===== src/rtl/adcemu_pkg.sv =====
package adcemu_pkg;

    typedef enum logic [1:0] {
        PH_IDLE = 2'd0,
        PH_ACQ  = 2'd1,
        PH_CONV = 2'd2
    } phase_e;

    // Per-edge command from the frame controller to each lane
    typedef struct packed {
        logic clear;   // frame inactive: silence the line
        logic load;    // capture the parallel sample (also a zero bit)
        logic zero;    // lead-in zero bit
        logic shift;   // present the next result bit
    } lane_cmd_t;

endpackage


===== src/rtl/adcemu_sync.sv =====
module adcemu_sync #(
    parameter int           W       = 2,
    parameter int           STAGES  = 2,
    parameter logic [W-1:0] RST_VAL = '0
) (
    input  logic         clk,
    input  logic         rst_n,
    input  logic [W-1:0] async_i,
    output logic [W-1:0] sync_o
);

    logic [STAGES-1:0][W-1:0] chain_d, chain_q;

    always_comb begin
        chain_d = {chain_q[STAGES-2:0], async_i};
    end

    always_ff @(posedge clk or negedge rst_n) begin
        if (!rst_n) begin
            chain_q <= {STAGES{RST_VAL}};
        end else begin
            chain_q <= chain_d;
        end
    end

    assign sync_o = chain_q[STAGES-1];

endmodule


===== src/rtl/adcemu_frame_ctl.sv =====
module adcemu_frame_ctl
    import adcemu_pkg::*;
#(
    parameter int WORD_LEN   = 16,
    parameter int LEAD_ZEROS = 4,
    parameter int CNT_W      = $clog2(WORD_LEN)
) (
    input  logic             clk,
    input  logic             rst_n,
    input  logic             cs_n_s,
    input  logic             sclk_s,
    output lane_cmd_t        cmd,
    output logic             oe,
    output phase_e           phase,
    output logic [CNT_W-1:0] bit_pos
);

    typedef struct packed {
        logic             cs_prev;
        logic             sclk_prev;
        logic             oe;
        logic [CNT_W-1:0] cnt;
        phase_e           phase;
    } ctl_t;

    localparam logic [CNT_W-1:0] CNT_LAST = CNT_W'(WORD_LEN - 1);
    localparam logic [CNT_W-1:0] CNT_LOAD = CNT_W'(LEAD_ZEROS);

    ctl_t             st_d, st_q;
    logic             cs_act, cs_fall, sclk_fall, sclk_rise;
    logic             eff_fall, eff_rise;
    logic [CNT_W-1:0] cnt_n;

    always_comb begin
        cs_act    = ~cs_n_s;
        cs_fall   = st_q.cs_prev & ~cs_n_s;
        sclk_fall = st_q.sclk_prev & ~sclk_s;
        sclk_rise = ~st_q.sclk_prev & sclk_s;

        // A chip-select fall with the clock already low stands in for the
        // first falling clock edge; a simultaneous fall counts only once.
        eff_fall  = (cs_fall & ~sclk_s) | (cs_act & ~cs_fall & sclk_fall);
        eff_rise  = cs_act & ~cs_fall & sclk_rise;

        cnt_n     = (st_q.cnt == CNT_LAST) ? '0 : st_q.cnt + CNT_W'(1);

        st_d           = st_q;
        st_d.cs_prev   = cs_n_s;
        st_d.sclk_prev = sclk_s;
        st_d.oe        = cs_act;

        cmd       = '0;
        cmd.clear = ~cs_act;

        if (!cs_act) begin
            st_d.cnt   = '0;
            st_d.phase = PH_IDLE;
        end else if (eff_fall) begin
            st_d.cnt = cnt_n;
            if (cnt_n >= CNT_LOAD || cnt_n == '0) begin
                st_d.phase = PH_CONV;
            end else begin
                st_d.phase = PH_ACQ;
            end
            cmd.load  = (cnt_n == CNT_LOAD);
            cmd.zero  = (cnt_n != '0) && (cnt_n < CNT_LOAD);
            cmd.shift = (cnt_n > CNT_LOAD) || (cnt_n == '0);
        end else if (eff_rise && st_q.cnt == '0 && st_q.phase == PH_CONV) begin
            // last rising edge of a word: back to acquisition
            st_d.phase = PH_ACQ;
        end
    end

    always_ff @(posedge clk or negedge rst_n) begin
        if (!rst_n) begin
            st_q <= '{cs_prev: 1'b1, sclk_prev: 1'b0, oe: 1'b0,
                      cnt: '0, phase: PH_IDLE};
        end else begin
            st_q <= st_d;
        end
    end

    assign oe      = st_q.oe;
    assign phase   = st_q.phase;
    assign bit_pos = st_q.cnt;

endmodule


===== src/rtl/adcemu_lane.sv =====
module adcemu_lane
    import adcemu_pkg::*;
#(
    parameter int SAMPLE_W = 12
) (
    input  logic                clk,
    input  logic                rst_n,
    input  lane_cmd_t           cmd,
    input  logic [SAMPLE_W-1:0] sample,
    output logic                sdo
);

    typedef struct packed {
        logic [SAMPLE_W-1:0] shreg;
        logic                sdo;
    } lane_t;

    lane_t ln_d, ln_q;

    always_comb begin
        ln_d = ln_q;
        if (cmd.clear) begin
            ln_d.sdo = 1'b0;
        end else if (cmd.load) begin
            ln_d.shreg = sample;
            ln_d.sdo   = 1'b0;
        end else if (cmd.zero) begin
            ln_d.sdo = 1'b0;
        end else if (cmd.shift) begin
            ln_d.sdo   = ln_q.shreg[SAMPLE_W-1];
            ln_d.shreg = {ln_q.shreg[SAMPLE_W-2:0], 1'b0};
        end
    end

    always_ff @(posedge clk or negedge rst_n) begin
        if (!rst_n) begin
            ln_q <= '0;
        end else begin
            ln_q <= ln_d;
        end
    end

    assign sdo = ln_q.sdo;

endmodule


===== src/rtl/dual_adc_serial_emu.sv =====
module dual_adc_serial_emu
    import adcemu_pkg::*;
#(
    parameter int SAMPLE_W    = 12,
    parameter int LEAD_ZEROS  = 4,
    parameter int SYNC_STAGES = 2
) (
    input  logic                clk,
    input  logic                rst_n,
    input  logic                cs_n,
    input  logic                sclk,
    input  logic [SAMPLE_W-1:0] sample_a,
    input  logic [SAMPLE_W-1:0] sample_b,
    output logic                sdo_a,
    output logic                sdo_b,
    output logic                sdo_oe_a,
    output logic                sdo_oe_b,
    output logic [1:0]          phase,
    output logic [$clog2(SAMPLE_W+LEAD_ZEROS)-1:0] bit_pos
);

    localparam int WORD_LEN = SAMPLE_W + LEAD_ZEROS;
    localparam int CNT_W    = $clog2(WORD_LEN);
    localparam int NUM_CH   = 2;

    logic [1:0]                      pins_s;
    lane_cmd_t                       cmd;
    logic                            oe;
    phase_e                          ph;
    logic [NUM_CH-1:0][SAMPLE_W-1:0] samples;
    logic [NUM_CH-1:0]               sdo_v;

    // bit 1: chip select (idles high), bit 0: serial clock
    adcemu_sync #(
        .W       (2),
        .STAGES  (SYNC_STAGES),
        .RST_VAL (2'b10)
    ) u_sync (
        .clk     (clk),
        .rst_n   (rst_n),
        .async_i ({cs_n, sclk}),
        .sync_o  (pins_s)
    );

    adcemu_frame_ctl #(
        .WORD_LEN   (WORD_LEN),
        .LEAD_ZEROS (LEAD_ZEROS),
        .CNT_W      (CNT_W)
    ) u_ctl (
        .clk     (clk),
        .rst_n   (rst_n),
        .cs_n_s  (pins_s[1]),
        .sclk_s  (pins_s[0]),
        .cmd     (cmd),
        .oe      (oe),
        .phase   (ph),
        .bit_pos (bit_pos)
    );

    assign samples[0] = sample_a;
    assign samples[1] = sample_b;

    for (genvar ch = 0; ch < NUM_CH; ch++) begin : g_lane
        adcemu_lane #(
            .SAMPLE_W (SAMPLE_W)
        ) u_lane (
            .clk    (clk),
            .rst_n  (rst_n),
            .cmd    (cmd),
            .sample (samples[ch]),
            .sdo    (sdo_v[ch])
        );
    end

    assign sdo_a    = sdo_v[0];
    assign sdo_b    = sdo_v[1];
    assign sdo_oe_a = oe;
    assign sdo_oe_b = oe;
    assign phase    = ph;

endmodule


===== config.mk =====
export PLATFORM = sky130hd
export DESIGN_NAME = dual_adc_serial_emu
export DESIGN_NICKNAME = d
export VERILOG_FILES = /design/src/rtl/adcemu_pkg.sv /design/src/rtl/adcemu_sync.sv /design/src/rtl/adcemu_frame_ctl.sv /design/src/rtl/adcemu_lane.sv /design/src/rtl/dual_adc_serial_emu.sv
export SDC_FILE = /design/constraint.sdc
export NUM_CORES = 1
export LEC_CHECK = 0
export ABC_AREA = 1
export CAP_MARGIN = 20
export CORE_MARGIN = 1
export CORE_UTILIZATION = 45
export CTS_CLUSTER_DIAMETER = 50
export DETAILED_ROUTE_END_ITERATION = 6
export GPL_ROUTABILITY_DRIVEN = 1
export GPL_TIMING_DRIVEN = 0
export MAX_ROUTING_LAYER = met4
export PLACE_DENSITY_LB_ADDON = 0.2
export SETUP_SLACK_MARGIN = 0.3
export SYNTH_ARGS = -nofsm -noshare
export SYNTH_HDL_FRONTEND = slang
export SYNTH_SLANG_ARGS = --single-unit

===== constraint.sdc =====
create_clock -name clk -period 1.75 [get_ports clk]
set_clock_uncertainty 0.05 [all_clocks]
set_input_delay 0.35 -clock clk [delete_from_list [all_inputs] [get_ports clk]]
set_output_delay 0.35 -clock clk [all_outputs]
set_load 0.02 [all_outputs]

==> results summary, run 1 <==
After the first detailed-routing iteration, the DRC count stood at 78. The routability congestion estimate came out at 0.774. Of the total synthesized cell area, the portion taken by XOR and XNOR cells is 0%.

The share of the synthesized area in the top cell type came out at 37.6%. The global routing usage summed across all routing layers is 20.4%. In the final layout, the multi-input gates occupy 1100 µm².

The number of vias per cell after detailed routing came out at 4.59. The maximum net fanout on the critical path is 6. The register area share after synthesis is 40.8%. The setup path with the least slack is of type flop to flop. The critical path endpoint category is a flop. The growth of design area from synthesis to finish came out at 33.2%. The cell type with the largest total area after synthesis is sky130_fd_sc_hd__dfrtp_1. After detailed routing, the average wire length per cell comes to 12.1 µm. For this design the static power due to leakage is 1.61 nW.

After clock tree synthesis, the clock-pin slew on the worst setup and hold paths is 0.08 ns. For this run, design rule violations remaining after detail routing come to 0. The core area is 5110 µm². The commonest cells after synthesis are sky130_fd_sc_hd__inv_1 (54), sky130_fd_sc_hd__nand2_1 (50), sky130_fd_sc_hd__dfrtp_1 (36).

The worst-case vdd ir drop is 574 µV. The beginning of the worst register-to-register path is u_ctl.bit_pos[0]. The slew of the pin with the lowest slew margin is 0.881 ns. The async set-reset flop share out of synthesis is 100%. The H-tree generated during clock tree synthesis spans 2 levels. The quantity of I/O buffers inserted on ports is 37. The area fraction in compound gates after synthesis is 1.51%. The placed cell count is 376. The netlist area before placement came out at 2400 µm².

The area taken by flip-flops and latches came out at 983 µm². The run finished with clean final reports. The share of power burned in registers is 47.8%. The worst pin sits at a relative slew slack of 41.3%.

The antenna cell count came out at 0. The critical path data arrival time is 1.78 ns. By area the synthesized netlist is led by sky130_fd_sc_hd__dfrtp_1 (38%), sky130_fd_sc_hd__nand2_4 (9.9%), sky130_fd_sc_hd__nand3_2 (8.8%).

The basic-gate share of the synthesized area counting and, or, nand and nor cells came out at 40.9%. The share of final-layout standard cells stronger than drive strength 1 came out at 39.3%. The die is 75.0 µm wide.

The worst setup path is launched from a flop. 38 I/O pins were placed. Tracing the worst setup path back leads to its startpoint at u_ctl.bit_pos[0]. The internal reg-to-reg setup slack is 0.15 ns. The number of detailed-routing iterations run before antenna repair came out at 4.

The largest family of logic cells by synthesized area is simple AND/OR/NAND/NOR gates. The least setup slack across all paths after layout is 0.155 ns. TritonCTS built the clock tree. The most numerous cell type found on the critical path is sky130_fd_sc_hd__nand2_4. The via count of the first global-routing pass came to 1823. The die is 75.0 µm tall. Among all cell types in the netlist, the one instantiated most often is sky130_fd_sc_hd__inv_1. In this run, distinct cell masters in the synthesized netlist total 24.

The final non-filler cell total came out at 403. The effective utilization at floorplan is 47.0%. After synthesis the netlist holds a flip-flop and latch count of 39. The most critical setup path has its endpoint at g_lane[0].u_lane.ln_q[6]. For this design, the slowest cell found on the critical path is sky130_fd_sc_hd__dfrtp_2. The final total power is 2.43 mW. The tightest min-delay check is of the input pin to asynchronous set/reset pin type. The clock root buffer is sky130_fd_sc_hd__clkbuf_8.

The average size of a mapped cell came out at 8.92 µm². The die covers 5630 µm². Measured in cells, the most critical reg-to-reg path has a length of 9. The fraction of power spent switching nets is 31.2%.

The detailed-route via count is 1851. Before CTS, the worst setup slack after placement is 0.123 ns. The number of synthesized flops with an enable pin came out at 0. Derived from the worst setup path, the maximum achievable clock frequency is 627 MHz. The post-cts hold buffer count came out at 0. The number of antenna violations at the first check in global routing is 0. The hold violation count in the final report is 0. The detailed placement HPWL came out at 3.17 mm. Setup repair after global routing could not meet its margin everywhere.

The endpoint required time on the critical path came out at 1.94 ns. The final period demand of the worst path is 1.60 ns. The number of rows in the core area came out at 26. The clock net sink count came out at 39. Wires add up to 4.86 mm. For the worst-skew pair, the clock arrives at the later sink with an insertion delay of 0.30 ns. The multiplexer share of the synthesized area came out at 0%. The net switching power of the design came out at 0.759 mW. In this run the power density over the cells is 761 nW/µm². The number of antenna-violating nets in the routed design came out at 0. The post-synth net total is 299. The internal power contribution is 1.67 mW. The cell count after synthesis came out at 269. The critical path goes through ha_4 -> nand2_4 -> nand3_4 -> nor2_8 -> nand2_8 -> clkbuf_16 -> nand2_4 -> nand3_2 -> nand2_2. In the synthesized netlist the dominant register cell turns out to be sky130_fd_sc_hd__dfrtp_1. The capturing point of the worst reg2reg path is g_lane[0].u_lane.ln_q[6]. The yosys synthesis warning count is 0. The share of power burned in the clock network came out at 24.8%. The final-layout fill cell count came out at 458. The worst path uses 91.2% of the clock period.

In this design, the stage delay of the slowest critical-path cell is 0.45 ns. The number of buffers on the longest clock path came out at 2. Summed over all layers, the global routing overflow is 0. The number of buffers added by the clock tree synthesis step came out at 5. Per report_power, the combinational group accounts for 27.4% of the total. Of the total synthesized cell area, the portion taken by full adders, half adders and majority gates is 1.04%. The wire length of the first global-routing pass is 8.13 mm. The net count of the finished layout is 362. Across the run, the number of max-cap violations was 0. The number of pins with negative max-slew slack in the final report is 0. The maximum number of pins on one net before global-route repair is 40.

The number of setup violations in the final report came out at 0.
==> routing by layer <==
layer | GRT usage [%] | up-vias | wire length (µm)
met5 | - | - | 0
met4 | 7.76 | 0 | 88
met3 | 4.15 | 8 | 177
met2 | 34.1 | 38 | 2380
met1 | 24.3 | 866 | 2220
li1 | - | 939 | -
==> final cells by class <==
type	count	area share, %
plain buffers	18	6.19
clock buffers	5	2.15
clock inverters	3	0.470
inverters	56	6.74
multi-input cells	156	34.5
flip-flops and latches	39	30.8
well taps	70	2.74
repair buffers	56	16.4
==> cell families after synthesis <==
group | Yosys count
AO/OA/AOI/OAI | 7
AND/OR/NAND/NOR | 147
flip-flops | 39
adder cells (fa/ha/maj) | 2
buffers and inverters | 74
==> worst max-delay path: cells and delay by family (launching register included) <==
family                     cells  cell delay, ns
adders and majority gates      1            0.20
buffers and inverters          1            0.19
DFF                            1            0.45
and+or+nand+nor                7            0.64
==> flip-flops by register name, indices dropped and copies added (netlist names) <==
register	count
g_lane.u_lane.ln_q	24
u_ctl.bit_pos	4
g_lane.u_lane.sdo	2
u_ctl.phase	2
u_ctl.st_q	2
u_sync.chain_d	2
u_sync.sync_o	2
u_ctl.oe	1
==> power by group through the flow <==
stage	Combinational [mW]	Sequential, mW	Clock [mW]
6_report	0.668	1.16	0.603
2_1_floorplan	0.479	1.16	0
3_3_place_gp	0.611	1.17	0
4_1_cts	0.658	1.16	0.623
3_5_place_dp	0.624	1.18	0
5_1_grt	0.755	1.18	0.656
==> per-stage QoR <==
| stage | utilization, % | hold WS, ns | cell area, µm² | setup TNS, ns |
|---|---|---|---|---|
| 2_1_floorplan | - | 0.00441 | 2420 | 0 |
| 3_3_place_gp | 56.3 | 0.284 | 2880 | -26.33 |
| 3_5_place_dp | 56.2 | 0.285 | 2870 | 0 |
| 4_1_cts | 61.1 | 0.148 | 3120 | 0 |
| 5_1_grt | 62.5 | 0.188 | 3190 | 0 |
| 6_report | 62.5 | 0.115 | 3190 | 0 |
==> worst min path at each step <==
stage | startpoint | endpoint | depth (start not counted)
6_report | rst_n | u_sync.chain_d[2] | 1
5_1_grt | rst_n | u_sync.chain_d[2] | 1
4_1_cts | rst_n | u_ctl.bit_pos[2] | 1
3_3_place_gp | u_sync.chain_d[2] | u_sync.sync_o[0] | 0
2_1_floorplan | rst_n | g_lane[0].u_lane.ln_q[10] | 0
3_5_place_dp | u_sync.chain_d[2] | u_sync.sync_o[0] | 0
==> layout by cell type (no fill, tap or decap), types with 2 or more instances in the layout <==
cell type,count
sky130_fd_sc_hd__nand2_1,45
sky130_fd_sc_hd__nand4_1,3
sky130_fd_sc_hd__o21ai_1,5
sky130_fd_sc_hd__dfrtp_2,3
sky130_fd_sc_hd__dfstp_2,3
sky130_fd_sc_hd__dfrtp_1,33
sky130_fd_sc_hd__nor2_4,2
sky130_fd_sc_hd__buf_8,3
sky130_fd_sc_hd__nand2_2,16
sky130_fd_sc_hd__nor2_1,4
sky130_fd_sc_hd__nand3_4,3
sky130_fd_sc_hd__buf_2,6
sky130_fd_sc_hd__inv_1,54
sky130_fd_sc_hd__dlygate4sd2_1,3
sky130_fd_sc_hd__clkinv_2,3
sky130_fd_sc_hd__buf_4,25
sky130_fd_sc_hd__buf_6,7
sky130_fd_sc_hd__nand3_2,25
sky130_fd_sc_hd__clkbuf_8,5
sky130_fd_sc_hd__clkdlybuf4s50_1,26
sky130_fd_sc_hd__nand2_4,20
sky130_fd_sc_hd__buf_12,2
sky130_fd_sc_hd__nand3_1,26
==> repair_timing <==
item                       CTS  global route
gates cloned                 1             1
setup buffers               13             4
hold endpoints to repair     0             0
pin swaps                    8             6
gates resized for setup     49            10
setup endpoints to repair   37            34
Power figures use the tool's default switching activity.
==> run 2, diff against run 1 <==
Settings changed: CORE_ASPECT_RATIO set to 1.5, CTS_CLUSTER_DIAMETER 50 to 150, SYNTH_HIERARCHICAL set to 1.
==> results summary, run 2 <==
Run status: finished, violations left (was complete, no violations). The final reports fail on DRC. The internal reg-to-reg setup slack is 0.05 ns (was 0.15 ns). The area of the die was 4800 µm² (was 5630 µm²). The number of antenna violations at the first check in global routing is 0 (unchanged). The yosys synthesis warning count is 6 (was 0).

The number of instances in the synthesized netlist is 272 (was 269). The power per cell area came out at 714 nW/µm² (was 761 nW/µm²). The quantity of I/O buffers inserted on ports is 37 (unchanged). The wire length of the first global-routing pass is 7.63 mm (was 8.13 mm). The launch point of the worst path was u_ctl/st_q[8] (was u_ctl.bit_pos[0]).

The detailed-route via count came out at 1971 (was 1851). The overall die width is 56.9 µm (was 75.0 µm). The leakage power figure is 1.51 nW (was 1.61 nW).

The maximum number of pins on one net before global-route repair is 40 (unchanged). The register area share after synthesis is 48.2% (was 40.8%). The worst-skew pair later-pin latency is 0.29 ns (was 0.30 ns). Cells taking the most area after synthesis: sky130_fd_sc_hd__dfrtp_1 (44%), sky130_fd_sc_hd__nand2_1 (26%), sky130_fd_sc_hd__nand3_1 (7.4%) (was sky130_fd_sc_hd__dfrtp_1 (38%), sky130_fd_sc_hd__nand2_4 (9.9%), sky130_fd_sc_hd__nand3_2 (8.8%)).

The number of antenna-violating nets in the routed design came out at 0 (unchanged). The net count of the finished layout came out at 380 (was 362). The core area was 4280 µm² (was 5110 µm²). The beginning of the worst register-to-register path was u_ctl/st_q[8] (was u_ctl.bit_pos[0]). The number of cell instances on the worst register-to-register path is 10 (was 9). The worst max-slew margin expressed relative to the limit is 42.7% (was 41.3%). The number of vias per cell after detailed routing is 4.96 (was 4.59). The top-level I/O count is 38 (unchanged). The final total power came out at 2.22 mW (was 2.43 mW). The antenna cell count came out at 0 (unchanged). The netlist area before placement is 2030 µm² (was 2400 µm²). The clock transition at the registers of the reported paths is 0.08 ns (about the same). The termination of the worst setup path was g_lane[1].u_lane/ln_q[7] (was g_lane[0].u_lane.ln_q[6]). The flip-flop count of the largest register, all copies and words added came to 24 (unchanged).

The via count of the first global-routing pass was 1727 (was 1823). The TritonCTS clock tree is built (unchanged). The critical path data arrival time is 1.84 ns (was 1.78 ns). The height of the die came out at 84.3 µm (was 75.0 µm). The final total negative setup slack is 0 ns (unchanged). The final period demand of the worst path is 1.70 ns (was 1.60 ns).

List of most frequent post-synthesis cells: sky130_fd_sc_hd__nand2_1 (141), sky130_fd_sc_hd__dfrtp_1 (36), sky130_fd_sc_hd__nand3_1 (30) (was sky130_fd_sc_hd__inv_1 (54), sky130_fd_sc_hd__nand2_1 (50), sky130_fd_sc_hd__dfrtp_1 (36)). The iteration-0 DRC count of the detailed router is 100 (was 78). The most frequent standard cell in the layout excluding fill and tap cells was sky130_fd_sc_hd__nand2_1 (was sky130_fd_sc_hd__inv_1). The number of pins with negative max-slew slack in the final report is 0 (unchanged). The growth of design area from synthesis to finish came out at 53.2% (was 33.2%). The number of setup violations in the final report came out at 0 (unchanged). The kind of path behind the tightest hold check is input pin to asynchronous set/reset pin (unchanged). The slew of the pin with the lowest slew margin is 0.859 ns (was 0.881 ns). The cell type with the largest total area after synthesis is sky130_fd_sc_hd__dfrtp_1 (unchanged). The critical path endpoint category is a flop (unchanged). The portion of the clock cycle consumed by the worst path in the final layout came out at 97.3% (was 91.2%).

The capturing point of the worst reg2reg path is g_lane[1].u_lane/ln_q[7] (was g_lane[0].u_lane.ln_q[6]). The average size of a mapped cell is 7.48 µm² (was 8.92 µm²). Most frequent cells in the layout: sky130_fd_sc_hd__nand2_1 (122), sky130_fd_sc_hd__dfrtp_1 (34), sky130_fd_sc_hd__clkdlybuf4s50_1 (26) (was sky130_fd_sc_hd__inv_1 (54), sky130_fd_sc_hd__nand2_1 (45), sky130_fd_sc_hd__dfrtp_1 (33)).

The most instantiated library cell after synthesis was sky130_fd_sc_hd__nand2_1 (was sky130_fd_sc_hd__inv_1). The number of detailed-routing iterations run before antenna repair came to 6 (was 4). The hold violation count in the final report is 0 (unchanged).

The wire length reported by the detailed router came out at 5.21 mm (was 4.86 mm). The async set-reset flop share out of synthesis came to 100% (unchanged). The detailed placement HPWL is 2.74 mm (was 3.17 mm). The share of the synthesized area in the top cell type came out at 44.3% (was 37.6%). The number of synthesized flops with an enable pin is 0 (unchanged).

The clock root buffer is sky130_fd_sc_hd__clkbuf_8 (unchanged). The mean routed wirelength per cell is 13.1 µm (was 12.1 µm). The clock net sink count came to 39 (unchanged). The number of buffers on the longest clock path is 2 (unchanged). The endpoint required time on the critical path came out at 1.89 ns (was 1.94 ns). The post-synth net total is 302 (was 299). The worst-case vdd ir drop came out at 526 µV (was 574 µV). The top register by number of flip-flops is g_lane.u_lane/ln_q (was g_lane.u_lane.ln_q). The number of buffers added by the clock tree synthesis step came out at 5 (unchanged). The type of the worst setup path is flop to flop (unchanged).

The share of final-layout standard cells stronger than drive strength 1 is 34.5% (was 39.3%). The total congestion overflow came out at 0 (unchanged). The maximum net fanout on the critical path is 6 (unchanged). The final routed DRC violation total is 4 (was 0). RSZ-0062 raised after global routing: true (unchanged). The effective utilization at floorplan came to 47.5% (was 47.0%). The kind of start point of the critical path is a flop (unchanged). The number of max-cap violations is 0 (unchanged). The routability congestion estimate came to 0.873 (was 0.774).

The dominant register cell in the synthesized netlist is sky130_fd_sc_hd__dfrtp_1 (unchanged). The fmax is 587 MHz (was 627 MHz). The synthesis-stage register bit count is 39 (unchanged). The post-cts hold buffer count is 0 (unchanged).

The count of cell types in the netlist came out at 21 (was 24). The number of rows in the core area came out at 29 (was 26). The global routing usage summed across all routing layers came out at 20.9% (was 20.4%).

The H-tree depth reported by CTS is 2 (unchanged).
-- run 2: cell count changes in the layout (fill, tap and decap cells not counted), moves of 17 or more --
cell,change
sky130_fd_sc_hd__buf_6,+17
sky130_fd_sc_hd__nand3_2,-20
sky130_fd_sc_hd__nand2_4,-17
sky130_fd_sc_hd__nand2_1,+77
sky130_fd_sc_hd__inv_1,-43
-- run 2: stage by stage --
step / hold slack [ns] / instances / instance area [µm²] / worst slack [ns] / utilization (%)
floorplan: 0.00441 / 272 / 2050 / 0.153 / -
global placement: 0.286 / 355 / 2480 / -0.694 / 57.8
detailed placement: 0.287 / 355 / 2470 / -0.106 / 57.7
CTS: 0.142 / 384 / 2850 / 0.0491 / 66.5
global route: 0.187 / 397 / 3110 / -0.0388 / 72.7
finish: 0.114 / 397 / 3110 / 0.0467 / 72.7
-- run 2: layer usage --
metal  global-route usage (%)  wire length, µm  up-vias
met3                     3.08              140       10
met5                        -                0        -
met2                     33.4             2800       40
met1                     25.4             2180      937
met4                     11.1               98        0
li1                         -                -      984
-- run 2: worst min path at each step --
stage / from / slack [ns] / endpoint
after global placement: u_sync/chain_d[2] / 0.29 / u_sync/sync_o[0]
after floorplan: rst_n / 0.004 / g_lane[0].u_lane/ln_q[10]
after CTS: rst_n / 0.14 / u_ctl/phase[1]
after global routing: rst_n / 0.19 / u_ctl/phase[1]
final: rst_n / 0.11 / u_ctl/phase[1]
after detailed placement: u_sync/chain_d[2] / 0.29 / u_sync/sync_o[0]
-- run 2: critical path: stages, from the launching register on --
cell,delay (ns)
sky130_fd_sc_hd__dfstp_2,0.54
sky130_fd_sc_hd__inv_1,0.05
sky130_fd_sc_hd__nand2_2,0.10
sky130_fd_sc_hd__nand3_4,0.12
sky130_fd_sc_hd__nor2_4,0.17
sky130_fd_sc_hd__inv_1,0.11
sky130_fd_sc_hd__nand2_4,0.09
sky130_fd_sc_hd__nand3_4,0.10
sky130_fd_sc_hd__buf_4,0.17
sky130_fd_sc_hd__nand2_1,0.05
sky130_fd_sc_hd__nand2_1,0.05
-- run 2: cell type report --
cell class                 count  area [µm²]
fill                         320        1170
multi-input combinational    197        1040
sequential                    39         982
timing repair buffer          71         681
buffer                        18         179
clock buffer                   8         100
inverter                      18        75.1
tap                           46        57.6
-- run 2: logic make-up (layout without fill, tap and decap cells) --
| kind of cell | Yosys count | count (layout) | synth area share [%] |
|---|---|---|---|
| AO/OA/AOI/OAI | 7 | 7 | 1.97 |
| buffers and inverters | 36 | 115 | 9.60 |
| flip-flops | 39 | 39 | 48.2 |
| XOR/XNOR | 2 | 2 | 0.862 |
| AND/OR/NAND/NOR | 185 | 185 | 37.7 |
| multiplexers | 1 | 1 | 0.492 |
| adder cells (fa/ha/maj) | 2 | 2 | 1.23 |
-- run 2: what timing repair did --
item / in CTS / in global routing
endpoints found under the hold margin: 0 / 0
resized for setup: 66 / 49
gates cloned: 2 / 3
setup endpoints to repair: 36 / 35
setup buffers: 19 / 10
pin swaps: 12 / 35
-- run 2: report_power, final --
part	internal [mW]	total [mW]	switching (mW)
registers	1.02	1.08	0.0654
logic	0.240	0.471	0.231
clock network	0.360	0.671	0.312
total	1.62	2.22	0.608
